==> src/rtl/alu8_pkg.sv <==
package alu8_pkg;
  localparam int DATA_W = 8;
  localparam int OP_W   = 4;
  localparam int FLAG_W = 8;
  localparam int MSB    = DATA_W - 1;
  localparam int NIB    = DATA_W / 2 - 1;

  localparam int FLAG_I = 7;
  localparam int FLAG_T = 6;
  localparam int FLAG_H = 5;
  localparam int FLAG_S = 4;
  localparam int FLAG_V = 3;
  localparam int FLAG_N = 2;
  localparam int FLAG_Z = 1;
  localparam int FLAG_C = 0;

  typedef enum logic [OP_W-1:0] {
    OP_ADD = 4'd0,
    OP_SUB = 4'd1,
    OP_CMP = 4'd2,
    OP_CPI = 4'd3,
    OP_AND = 4'd4,
    OP_LSL = 4'd5,
    OP_INC = 4'd6,
    OP_CLR = 4'd7,
    OP_MOV = 4'd8,
    OP_LDI = 4'd9,
    OP_MUL = 4'd10
  } aluOp_e;

  localparam logic [FLAG_W-1:0] MASK_ARITH = 8'h3F;
  localparam logic [FLAG_W-1:0] MASK_LOGIC = 8'h1E;
  localparam logic [FLAG_W-1:0] MASK_MUL   = 8'h03;
  localparam logic [FLAG_W-1:0] MASK_NONE  = 8'h00;

  typedef struct packed {
    logic              fire;
    logic              startMul;
    logic              endMul;
    logic              writeRes;
    logic [FLAG_W-1:0] flagMask;
    logic [OP_W-1:0]   op;
  } ctrlStrobe_t;
endpackage

==> src/rtl/alu8_ctrl.sv <==
module alu8_ctrl
  import alu8_pkg::*;
(
  input  logic            clk,
  input  logic            rstN,
  input  logic            opValid,
  input  logic [OP_W-1:0] opCode,
  output logic            opReady,
  output ctrlStrobe_t     strobe
);
  logic mulPending;
  logic accept;
  logic isMul;

  assign opReady = !mulPending;
  assign accept  = opValid && !mulPending;
  assign isMul   = (opCode == OP_MUL);

  always_ff @(posedge clk or negedge rstN) begin
    if (!rstN) mulPending <= 1'b0;
    else       mulPending <= accept && isMul;
  end

  always_comb begin
    strobe.fire     = accept && !isMul;
    strobe.startMul = accept && isMul;
    strobe.endMul   = mulPending;
    strobe.op       = opCode;
    strobe.writeRes = 1'b0;
    strobe.flagMask = MASK_NONE;
    case (opCode)
      OP_ADD, OP_SUB, OP_LSL: begin
        strobe.writeRes = 1'b1;
        strobe.flagMask = MASK_ARITH;
      end
      OP_CMP, OP_CPI: strobe.flagMask = MASK_ARITH;
      OP_AND, OP_INC, OP_CLR: begin
        strobe.writeRes = 1'b1;
        strobe.flagMask = MASK_LOGIC;
      end
      OP_MOV, OP_LDI: strobe.writeRes = 1'b1;
      OP_MUL: begin
        strobe.writeRes = 1'b1;
        strobe.flagMask = MASK_MUL;
      end
      default: ;
    endcase
  end

  p_busy_after_mul_r9: assert property (@(posedge clk) disable iff (!rstN)
    strobe.startMul |=> !opReady);
  p_busy_one_cycle_r8: assert property (@(posedge clk) disable iff (!rstN)
    mulPending |=> !mulPending);
endmodule

==> src/rtl/alu8_datapath.sv <==
module alu8_datapath
  import alu8_pkg::*;
(
  input  logic              clk,
  input  logic              rstN,
  input  ctrlStrobe_t       strobe,
  input  logic [DATA_W-1:0] operandA,
  input  logic [DATA_W-1:0] operandB,
  input  logic [FLAG_W-1:0] flagsIn,
  output logic              outValid,
  output logic              writeEn,
  output logic              writeHiEn,
  output logic [DATA_W-1:0] resultLo,
  output logic [DATA_W-1:0] resultHi,
  output logic [FLAG_W-1:0] flagsOut
);
  localparam int PROD_W = 2 * DATA_W;

  logic [DATA_W:0]   addFull;
  logic [DATA_W:0]   subFull;
  logic [DATA_W-1:0] aluRes;
  logic              hBit, vBit, cBit, nBit, zBit, sBit;
  logic [FLAG_W-1:0] computed;
  logic [FLAG_W-1:0] flagsNext;

  logic [DATA_W-1:0] mulA, mulB;
  logic [FLAG_W-1:0] mulFlags;
  logic [PROD_W-1:0] product;
  logic [FLAG_W-1:0] mulFlagsNext;

  assign addFull = {1'b0, operandA} + {1'b0, operandB};
  assign subFull = {1'b0, operandA} - {1'b0, operandB};

  always_comb begin
    aluRes = '0;
    hBit   = 1'b0;
    vBit   = 1'b0;
    cBit   = 1'b0;
    case (strobe.op)
      OP_ADD: begin
        aluRes = addFull[DATA_W-1:0];
        cBit   = addFull[DATA_W];
        hBit   = (operandA[NIB] & operandB[NIB]) | (operandB[NIB] & ~aluRes[NIB])
               | (~aluRes[NIB] & operandA[NIB]);
        vBit   = (operandA[MSB] & operandB[MSB] & ~aluRes[MSB])
               | (~operandA[MSB] & ~operandB[MSB] & aluRes[MSB]);
      end
      OP_SUB, OP_CMP, OP_CPI: begin
        aluRes = subFull[DATA_W-1:0];
        cBit   = subFull[DATA_W];
        hBit   = (~operandA[NIB] & operandB[NIB]) | (operandB[NIB] & aluRes[NIB])
               | (aluRes[NIB] & ~operandA[NIB]);
        vBit   = (operandA[MSB] & ~operandB[MSB] & ~aluRes[MSB])
               | (~operandA[MSB] & operandB[MSB] & aluRes[MSB]);
      end
      OP_AND: aluRes = operandA & operandB;
      OP_LSL: begin
        aluRes = {operandA[DATA_W-2:0], 1'b0};
        cBit   = operandA[MSB];
        hBit   = operandA[NIB];
        vBit   = aluRes[MSB] ^ operandA[MSB];
      end
      OP_INC: begin
        aluRes = operandA + 1'b1;
        vBit   = (aluRes == {1'b1, {(DATA_W-1){1'b0}}});
      end
      OP_CLR: aluRes = '0;
      OP_MOV, OP_LDI: aluRes = operandB;
      default: aluRes = '0;
    endcase
    nBit = aluRes[MSB];
    zBit = (aluRes == '0);
    sBit = nBit ^ vBit;
    computed = '0;
    computed[FLAG_H] = hBit;
    computed[FLAG_S] = sBit;
    computed[FLAG_V] = vBit;
    computed[FLAG_N] = nBit;
    computed[FLAG_Z] = zBit;
    computed[FLAG_C] = cBit;
    flagsNext = (flagsIn & ~strobe.flagMask) | (computed & strobe.flagMask);
  end

  assign product = mulA * mulB;
  always_comb begin
    mulFlagsNext         = mulFlags;
    mulFlagsNext[FLAG_Z] = (product == '0);
    mulFlagsNext[FLAG_C] = product[PROD_W-1];
  end

  always_ff @(posedge clk or negedge rstN) begin
    if (!rstN) begin
      mulA     <= '0;
      mulB     <= '0;
      mulFlags <= '0;
    end else if (strobe.startMul) begin
      mulA     <= operandA;
      mulB     <= operandB;
      mulFlags <= flagsIn;
    end
  end

  always_ff @(posedge clk or negedge rstN) begin
    if (!rstN) begin
      outValid  <= 1'b0;
      writeEn   <= 1'b0;
      writeHiEn <= 1'b0;
      resultLo  <= '0;
      resultHi  <= '0;
      flagsOut  <= '0;
    end else if (strobe.endMul) begin
      outValid  <= 1'b1;
      writeEn   <= 1'b1;
      writeHiEn <= 1'b1;
      resultLo  <= product[DATA_W-1:0];
      resultHi  <= product[PROD_W-1:DATA_W];
      flagsOut  <= mulFlagsNext;
    end else if (strobe.fire) begin
      outValid  <= 1'b1;
      writeEn   <= strobe.writeRes;
      writeHiEn <= 1'b0;
      resultLo  <= aluRes;
      resultHi  <= '0;
      flagsOut  <= flagsNext;
    end else begin
      outValid  <= 1'b0;
      writeEn   <= 1'b0;
      writeHiEn <= 1'b0;
    end
  end

  p_sign_rule_r5: assert property (@(posedge clk) disable iff (!rstN)
    strobe.fire && strobe.flagMask[FLAG_S]
      |=> flagsOut[FLAG_S] == (flagsOut[FLAG_N] ^ flagsOut[FLAG_V]));
  p_zero_rule_r5: assert property (@(posedge clk) disable iff (!rstN)
    strobe.fire && strobe.flagMask[FLAG_Z]
      |=> flagsOut[FLAG_Z] == (resultLo == '0));
  p_top_bits_pass_r10: assert property (@(posedge clk) disable iff (!rstN)
    strobe.fire |=> flagsOut[FLAG_I:FLAG_T] == $past(flagsIn[FLAG_I:FLAG_T]));
  p_compare_no_write_r4: assert property (@(posedge clk) disable iff (!rstN)
    strobe.fire && !strobe.writeRes |=> !writeEn);
  p_mul_gap_r9: assert property (@(posedge clk) disable iff (!rstN)
    strobe.startMul |=> !outValid);
  p_mul_done_r8: assert property (@(posedge clk) disable iff (!rstN)
    strobe.endMul |=> outValid && writeHiEn && writeEn);
  p_single_valid_r2: assert property (@(posedge clk) disable iff (!rstN)
    strobe.fire |=> outValid && !writeHiEn);
endmodule

==> src/rtl/alu8_flags.sv <==
module alu8_flags
  import alu8_pkg::*;
(
  input  logic              clk,
  input  logic              rstN,
  input  logic              opValid,
  input  logic [OP_W-1:0]   opCode,
  input  logic [DATA_W-1:0] operandA,
  input  logic [DATA_W-1:0] operandB,
  input  logic [FLAG_W-1:0] flagsIn,
  output logic              opReady,
  output logic              outValid,
  output logic              writeEn,
  output logic              writeHiEn,
  output logic [DATA_W-1:0] resultLo,
  output logic [DATA_W-1:0] resultHi,
  output logic [FLAG_W-1:0] flagsOut
);
  ctrlStrobe_t strobe;

  alu8_ctrl u_ctrl (
    .clk     (clk),
    .rstN    (rstN),
    .opValid (opValid),
    .opCode  (opCode),
    .opReady (opReady),
    .strobe  (strobe)
  );

  alu8_datapath u_dp (
    .clk       (clk),
    .rstN      (rstN),
    .strobe    (strobe),
    .operandA  (operandA),
    .operandB  (operandB),
    .flagsIn   (flagsIn),
    .outValid  (outValid),
    .writeEn   (writeEn),
    .writeHiEn (writeHiEn),
    .resultLo  (resultLo),
    .resultHi  (resultHi),
    .flagsOut  (flagsOut)
  );
endmodule

==> config.mk <==
export PLATFORM = sky130hd
export DESIGN_NAME = alu8_flags
export DESIGN_NICKNAME = d
export VERILOG_FILES = /design/src/rtl/alu8_pkg.sv /design/src/rtl/alu8_ctrl.sv /design/src/rtl/alu8_datapath.sv /design/src/rtl/alu8_flags.sv
export SDC_FILE = /design/constraint.sdc
export NUM_CORES = 1
export LEC_CHECK = 0
export CORE_MARGIN = 3
export CORE_UTILIZATION = 36
export CTS_CLUSTER_SIZE = 16
export DETAILED_ROUTE_END_ITERATION = 6
export DONT_BUFFER_PORTS = 1
export PLACE_DENSITY = 0.53
export SLEW_MARGIN = 20
export SYNTH_ARGS = -nofsm -noshare
export SYNTH_HDL_FRONTEND = slang
export SYNTH_HIERARCHICAL = 1
export SYNTH_SLANG_ARGS = --single-unit
==> constraint.sdc <==
create_clock -name clk -period 10 [get_ports clk]
set_input_delay 2 -clock clk [delete_from_list [all_inputs] [get_ports clk]]
set_output_delay 2 -clock clk [all_outputs]
set_load 0.05 [all_outputs]
==> results.toml, run 1 <==
[final_layout]
stdcell_count = 780
fin_area_mm2 = 0.00584
post-route-util = 0.394
final_nets = 723
diodes = 0
drive_above_1_share = 0.0805
layout_commonest_cell = "inv_1"
mostFrequentLayoutCells = "inv_1 (68), ha_1 (57), nand2_1 (54)"
syn2layout_area_growth_pct = 5.47

[floorplanning]
die_height_um = 130
coreArea_mm2 = 0.0148
dieArea_mm2 = 0.0169
num_rows = 44
start_util = 0.374
ioPinCount = 59
die_w_um = 130

[cts]
clkSlewWorstSetupHoldPaths_ns = 0.07
tritoncts = "yes"
clk_path_buf_depth = 2
clock_latency_ns = 0.29
post_cts_buffers = 0
cts_sinks = 50
cts-root-buf = "clkbuf_16"
htreeDepth = 2
cts_buffers = 5
hold_buffers = 0
post_cts.resized_instances = 0

[setup_path]
end_kind = "flip-flop"
r2r_start = "u_dp/mulB[7]$_DFFE_PN0P_"
r2r-end = "u_dp/flagsOut[1]$_DFFE_PN0P_"
worstPathRequired_ns = 10.19
crit_chain = "nand2_1 -> fa_1 -> fa_1 -> inv_1 -> fa_1 -> inv_1 -> fa_1 -> inv_1 -> ha_1 -> o21a_1 -> o31a_1 -> a21oi_1 -> or4_1 -> or4_1 -> or4_1 -> o41ai_2"
critPathBufInv = 3
r2r_slack_ns = 4.74
cp_slowest_stage_delay_ns = 0.55
crit_top_cell = "fa_1"
critPathArrivalTime_ns = 5.45
path_max_fanout = 9
startpoint_type = "flip-flop"
rr_worst_depth = 16
crit_type = "flip-flop to flip-flop"
crit_family = "adder cells"
cpMaxStageDelayCell = "or4_1"

[detailed_routing]
ant_nets = 0
route.detailed.drc = 0
via_per_inst = 5.49
drtIter0Drc = 267
drt_wl_total_mm = 14.3
firstDrtPassIters = 5
wire_per_inst_um = 18.4
vias = 4286

[sta]
worst_pin_slew_ns = 1.02
period_minus_slack_ns = 5.26
fmax_mhz = 190
slew_headroom = 0.320
setup_tns_ns = 0
finalHoldViolCount = 0
skew_ns = 0.00801
period_share = 0.526
layout_setup_ws_ns = 4.74
finalSetupViolCount = 0
hold_ws_ns = 0.497
rsz0062_at_grt = "false"
drv_slew = 0

[global_routing]
overflow = 0
antenna_found_initial = 0
grt_usage = 0.175
grt_pass1_wl_mm = 23.5
grt_pass1_vias = 4407
grt_max_degree = 51

[synthesis]
ys_seq_elements = 50
syn-cell-area_mm2 = 0.00554
netlist.top_cell.by_area = "dfrtp_1"
yosys-top-cells-area = "dfrtp_1 (23%), fa_1 (14%), ha_1 (13%), and2_1 (5.3%), mux2_2 (4.7%)"
syn_area_per_cell_um2 = 9.11
async_flop_share = 1.00
synth_top_area_frac = 0.226
yosysUniqueCellTypes = 66
yosysWarnings = 6
ys.flop_type = "dfrtp_1"
ys_seq_area_frac = 0.226
synthCells = 608
synth-edff-count = 0

[placed_design]
post_dp_cell_area_mm2 = 0.00568
hpwl_mm = 11.6
dp.cells = 772
place_ws_ns = 4.74
io_buffers = 0
gp_congestion = 0.869

[worst_hold_path]
whs_path_depth = 2
worstHoldPathType = "flip-flop to flip-flop"
hold_end = "u_dp/flagsOut[7]$_DFFE_PN0P_"
min-delay-start = "u_dp/mulFlags[7]$_DFFE_PN0P_"

[power_and_ir_drop]
power_leakage_nw = 2.75
power_density_mw_per_mm2 = 241
ir_worst_vdd_uv = 101
p_total_mw = 1.40

[outcome]
status = "completed"

[job]
drv_cap = 0
-- worst max-delay path by stage --
stage | cells past startpoint | slack (ns) | endpoint | startpoint
floorplan | 16 | 5.09 | u_dp/flagsOut[1]$_DFFE_PN0P_ | u_dp/mulB[7]$_DFFE_PN0P_
CTS | 16 | 4.73 | u_dp/flagsOut[1]$_DFFE_PN0P_ | u_dp/mulB[7]$_DFFE_PN0P_
global placement | 16 | 4.89 | u_dp/flagsOut[1]$_DFFE_PN0P_ | u_dp/mulA[0]$_DFFE_PN0P_
finish | 16 | 4.74 | u_dp/flagsOut[1]$_DFFE_PN0P_ | u_dp/mulB[7]$_DFFE_PN0P_
global route | 16 | 4.39 | u_dp/flagsOut[1]$_DFFE_PN0P_ | u_dp/mulB[7]$_DFFE_PN0P_
detailed placement | 16 | 4.74 | u_dp/flagsOut[1]$_DFFE_PN0P_ | u_dp/mulB[7]$_DFFE_PN0P_
-- synthesized netlist by cell type, types with 4 or more instances --
library cell / n
xnor2_1: 17
a211oi_1: 7
nand2_1: 54
mux2_2: 23
fa_1: 40
nor3_1: 8
a31oi_1: 5
and2_1: 47
a222oi_1: 4
or4_1: 4
o21a_1: 7
dfrtp_1: 50
o21ai_0: 29
nor2_1: 33
inv_1: 68
xor2_1: 7
a21oi_1: 20
buf_4: 9
clkbuf_1: 16
nand2b_1: 8
a21o_1: 6
ha_1: 57
a22o_1: 10
mux2i_1: 6
nand3_1: 7
-- state kept, by name (all words and copies together) (netlist names) --
signal,flops
u_dp/resultHi,8
u_dp/writeEn,1
u_dp/resultLo,8
u_dp/mulA,8
u_dp/mulFlags,6
u_dp/writeHiEn,1
u_dp/outValid,1
u_ctrl/mulPending,1
u_dp/flagsOut,8
u_dp/mulB,8
-- layout make-up --
cell class                 count  area (um^2)
sequential                    50         1250
clock buffer                   6          139
fill                        1475         8970
inverter                      70          263
timing repair buffer           6         45.0
multi-input combinational    462         3890
clock inverter                 2         17.5
tap                          184          230
-- power breakdown --
part	switching [mW]	internal, mW
registers	0.108	0.237
logic	0.500	0.384
clock network	0.0752	0.100
total	0.683	0.722
-- logic make-up after synthesis --
logic type | share of synthesized area
adder cells (fa/ha/maj) | 0.273
AO/OA/AOI/OAI | 0.160
multiplexers | 0.0576
XOR/XNOR | 0.0380
AND/OR/NAND/NOR | 0.173
flip-flops | 0.226
other | 0.000677
buffers and inverters | 0.0718
-- layer usage --
metal  vias up  part of all wire  wire [um]  global-route usage
met5         -                 0          0                   0
met4         0             0.016        235              0.0422
met3        11             0.048        693              0.0229
met2       117              0.50       7090               0.301
met1      2110              0.44       6290               0.236
li1       2048                 -          -                   -
-- worst min-delay path, delay by kind of cell (launching register included) --
family          cells  cell delay, ns
flops               1            0.34
compound gates      1            0.06
simple gates        1            0.06
Note: power is estimated with default switching activity, not from simulation.
==> inputs of run 2 (changes only) <==
Clock period 10 ns to 4.9 ns, I/O delays scaled along.
==> run 2 against run 1 <==
Net effect: the run now ends with negative setup slack left; first-iteration DRC count grew 29%; register-to-register slack worse by 4.8 ns; hold slack worse by 0.13 ns; final area is 7.0% higher; largest power group unchanged.
==> results.toml, run 2 (synthesis gave the netlist of run 1 again) <==
[cts]
cts-root-buf = "clkbuf_16"
clkSlewWorstSetupHoldPaths_ns = 0.07
tritoncts = "yes"
clock_latency_ns = 0.30
cts_buffers = 5
htreeDepth = 2
hold_buffers = 0
cts_sinks = 50
clk_path_buf_depth = 2

[sta]
setup_tns_ns = -0.0582
worst_pin_slew_ns = 0.987
slew_headroom = 0.333
finalHoldViolCount = 0
layout_setup_ws_ns = -0.0575
drv_slew = 0
skew_ns = 0.0127
period_share = 1.01
rsz0062_at_grt = "true"
finalSetupViolCount = 2
fmax_mhz = 202
period_minus_slack_ns = 4.96

[floorplanning]
dieArea_mm2 = 0.0169
ioPinCount = 59
start_util = 0.374
num_rows = 44
coreArea_mm2 = 0.0148
die_height_um = 130
die_w_um = 130

[power_and_ir_drop]
p_total_mw = 3.46
ir_worst_vdd_uv = 278
power_leakage_nw = 2.94
power_density_mw_per_mm2 = 554

[final_layout]
mostFrequentLayoutCells = "inv_1 (64), nand2_1 (52), ha_1 (52)"
diodes = 0
final_nets = 760
layout_commonest_cell = "inv_1"
drive_above_1_share = 0.171
syn2layout_area_growth_pct = 12.9

[setup_path]
r2r_slack_ns = -0.06
critPathArrivalTime_ns = 5.15
r2r_start = "u_dp/mulA[4]$_DFFE_PN0P_"
r2r-end = "u_dp/flagsOut[1]$_DFFE_PN0P_"
critPathBufInv = 3
end_kind = "flip-flop"
crit_chain = "buf_4 -> and2_1 -> fa_1 -> fa_1 -> fa_1 -> inv_1 -> fa_1 -> inv_2 -> ha_4 -> o21a_1 -> o31a_1 -> a21oi_2 -> or4_1 -> or4_1 -> or4_4 -> o41ai_2"
rr_worst_depth = 16
path_max_fanout = 4
cp_slowest_stage_delay_ns = 0.53
crit_type = "flip-flop to flip-flop"
cpMaxStageDelayCell = "or4_1"
worstPathRequired_ns = 5.10
startpoint_type = "flip-flop"
crit_family = "adder cells"
crit_top_cell = "fa_1"

[outcome]
status = "finished, violations left"
violations = "negative setup slack"

[global_routing]
overflow = 0
grt_usage = 0.182
grt_max_degree = 51
grt_pass1_vias = 4613
antenna_found_initial = 0
grt_pass1_wl_mm = 24.1

[placed_design]
gp_congestion = 0.905
hpwl_mm = 12.1
io_buffers = 0

[detailed_routing]
drt_wl_total_mm = 14.9
drtIter0Drc = 345
route.detailed.drc = 0
wire_per_inst_um = 18.2
ant_nets = 0
vias = 4460
firstDrtPassIters = 5
via_per_inst = 5.46

[worst_hold_path]
worstHoldPathType = "input pin to async pin"

[job]
drv_cap = 0
==> run 2: metrics by stage <==
step,setup WS (ns),area [um^2],instances,utilization,hold WS [ns]
finish,-0.0575,6250,817,0.422,0.370
global route,-0.195,6250,817,0.422,0.357
CTS,-0.0740,6160,813,0.416,0.363
detailed placement,-0.163,5940,804,0.401,0.470
global placement,-0.0859,5940,804,0.401,0.460
floorplan,0.0280,5550,609,-,0.449
==> run 2: what timing repair did <==
item,in CTS,in global routing
buffers inserted,1,4
pin swaps,13,22
resized for setup,10,15
cloned,0,0
endpoints found under the setup margin,3,3
==> run 2: worst max path at each step <==
stage,from,to,slack [ns],cells past startpoint
after floorplan,u_dp/mulB[5]$_DFFE_PN0P_,u_dp/flagsOut[1]$_DFFE_PN0P_,0.03,16
after global placement,u_dp/mulB[7]$_DFFE_PN0P_,u_dp/flagsOut[1]$_DFFE_PN0P_,-0.09,14
after detailed placement,u_dp/mulA[2]$_DFFE_PN0P_,u_dp/flagsOut[1]$_DFFE_PN0P_,-0.16,16
after CTS,u_dp/mulA[1]$_DFFE_PN0P_,u_dp/flagsOut[1]$_DFFE_PN0P_,-0.07,15
after global routing,u_dp/mulB[2]$_DFFE_PN0P_,u_dp/flagsOut[1]$_DFFE_PN0P_,-0.19,16
final,u_dp/mulA[4]$_DFFE_PN0P_,u_dp/flagsOut[1]$_DFFE_PN0P_,-0.06,16
==> run 2: metal layers <==
layer	track usage	vias to the layer above	wire length, um
li1	-	2123	-
met1	0.237	2210	6480
met2	0.307	102	7310
met3	0.0278	25	645
met4	0.0666	0	473
met5	0	-	0
==> run 2: area by class of cell <==
cell class,instances,area [um^2]
fill,1484,8560
multi-input combinational,462,3990
sequential,50,1260
timing repair buffer,43,330
inverter,70,263
tap,184,230
clock buffer,6,139
clock inverter,2,38.8
==> run 2: worst reg2reg max path, delay by kind of cell, from the launching register on <==
family | cells | cell delay [ns]
compound gates | 4 | 0.54
fa+ha+maj | 5 | 2.16
flops | 1 | 0.42
simple gates | 4 | 1.51
buf+inv | 3 | 0.26
==> run 2: power by group <==
group | leakage [nW] | switching, mW | internal (mW)
clock network | 0.0875 | 0.163 | 0.257
logic | 2.23 | 1.18 | 1.18
registers | 0.624 | 0.189 | 0.487
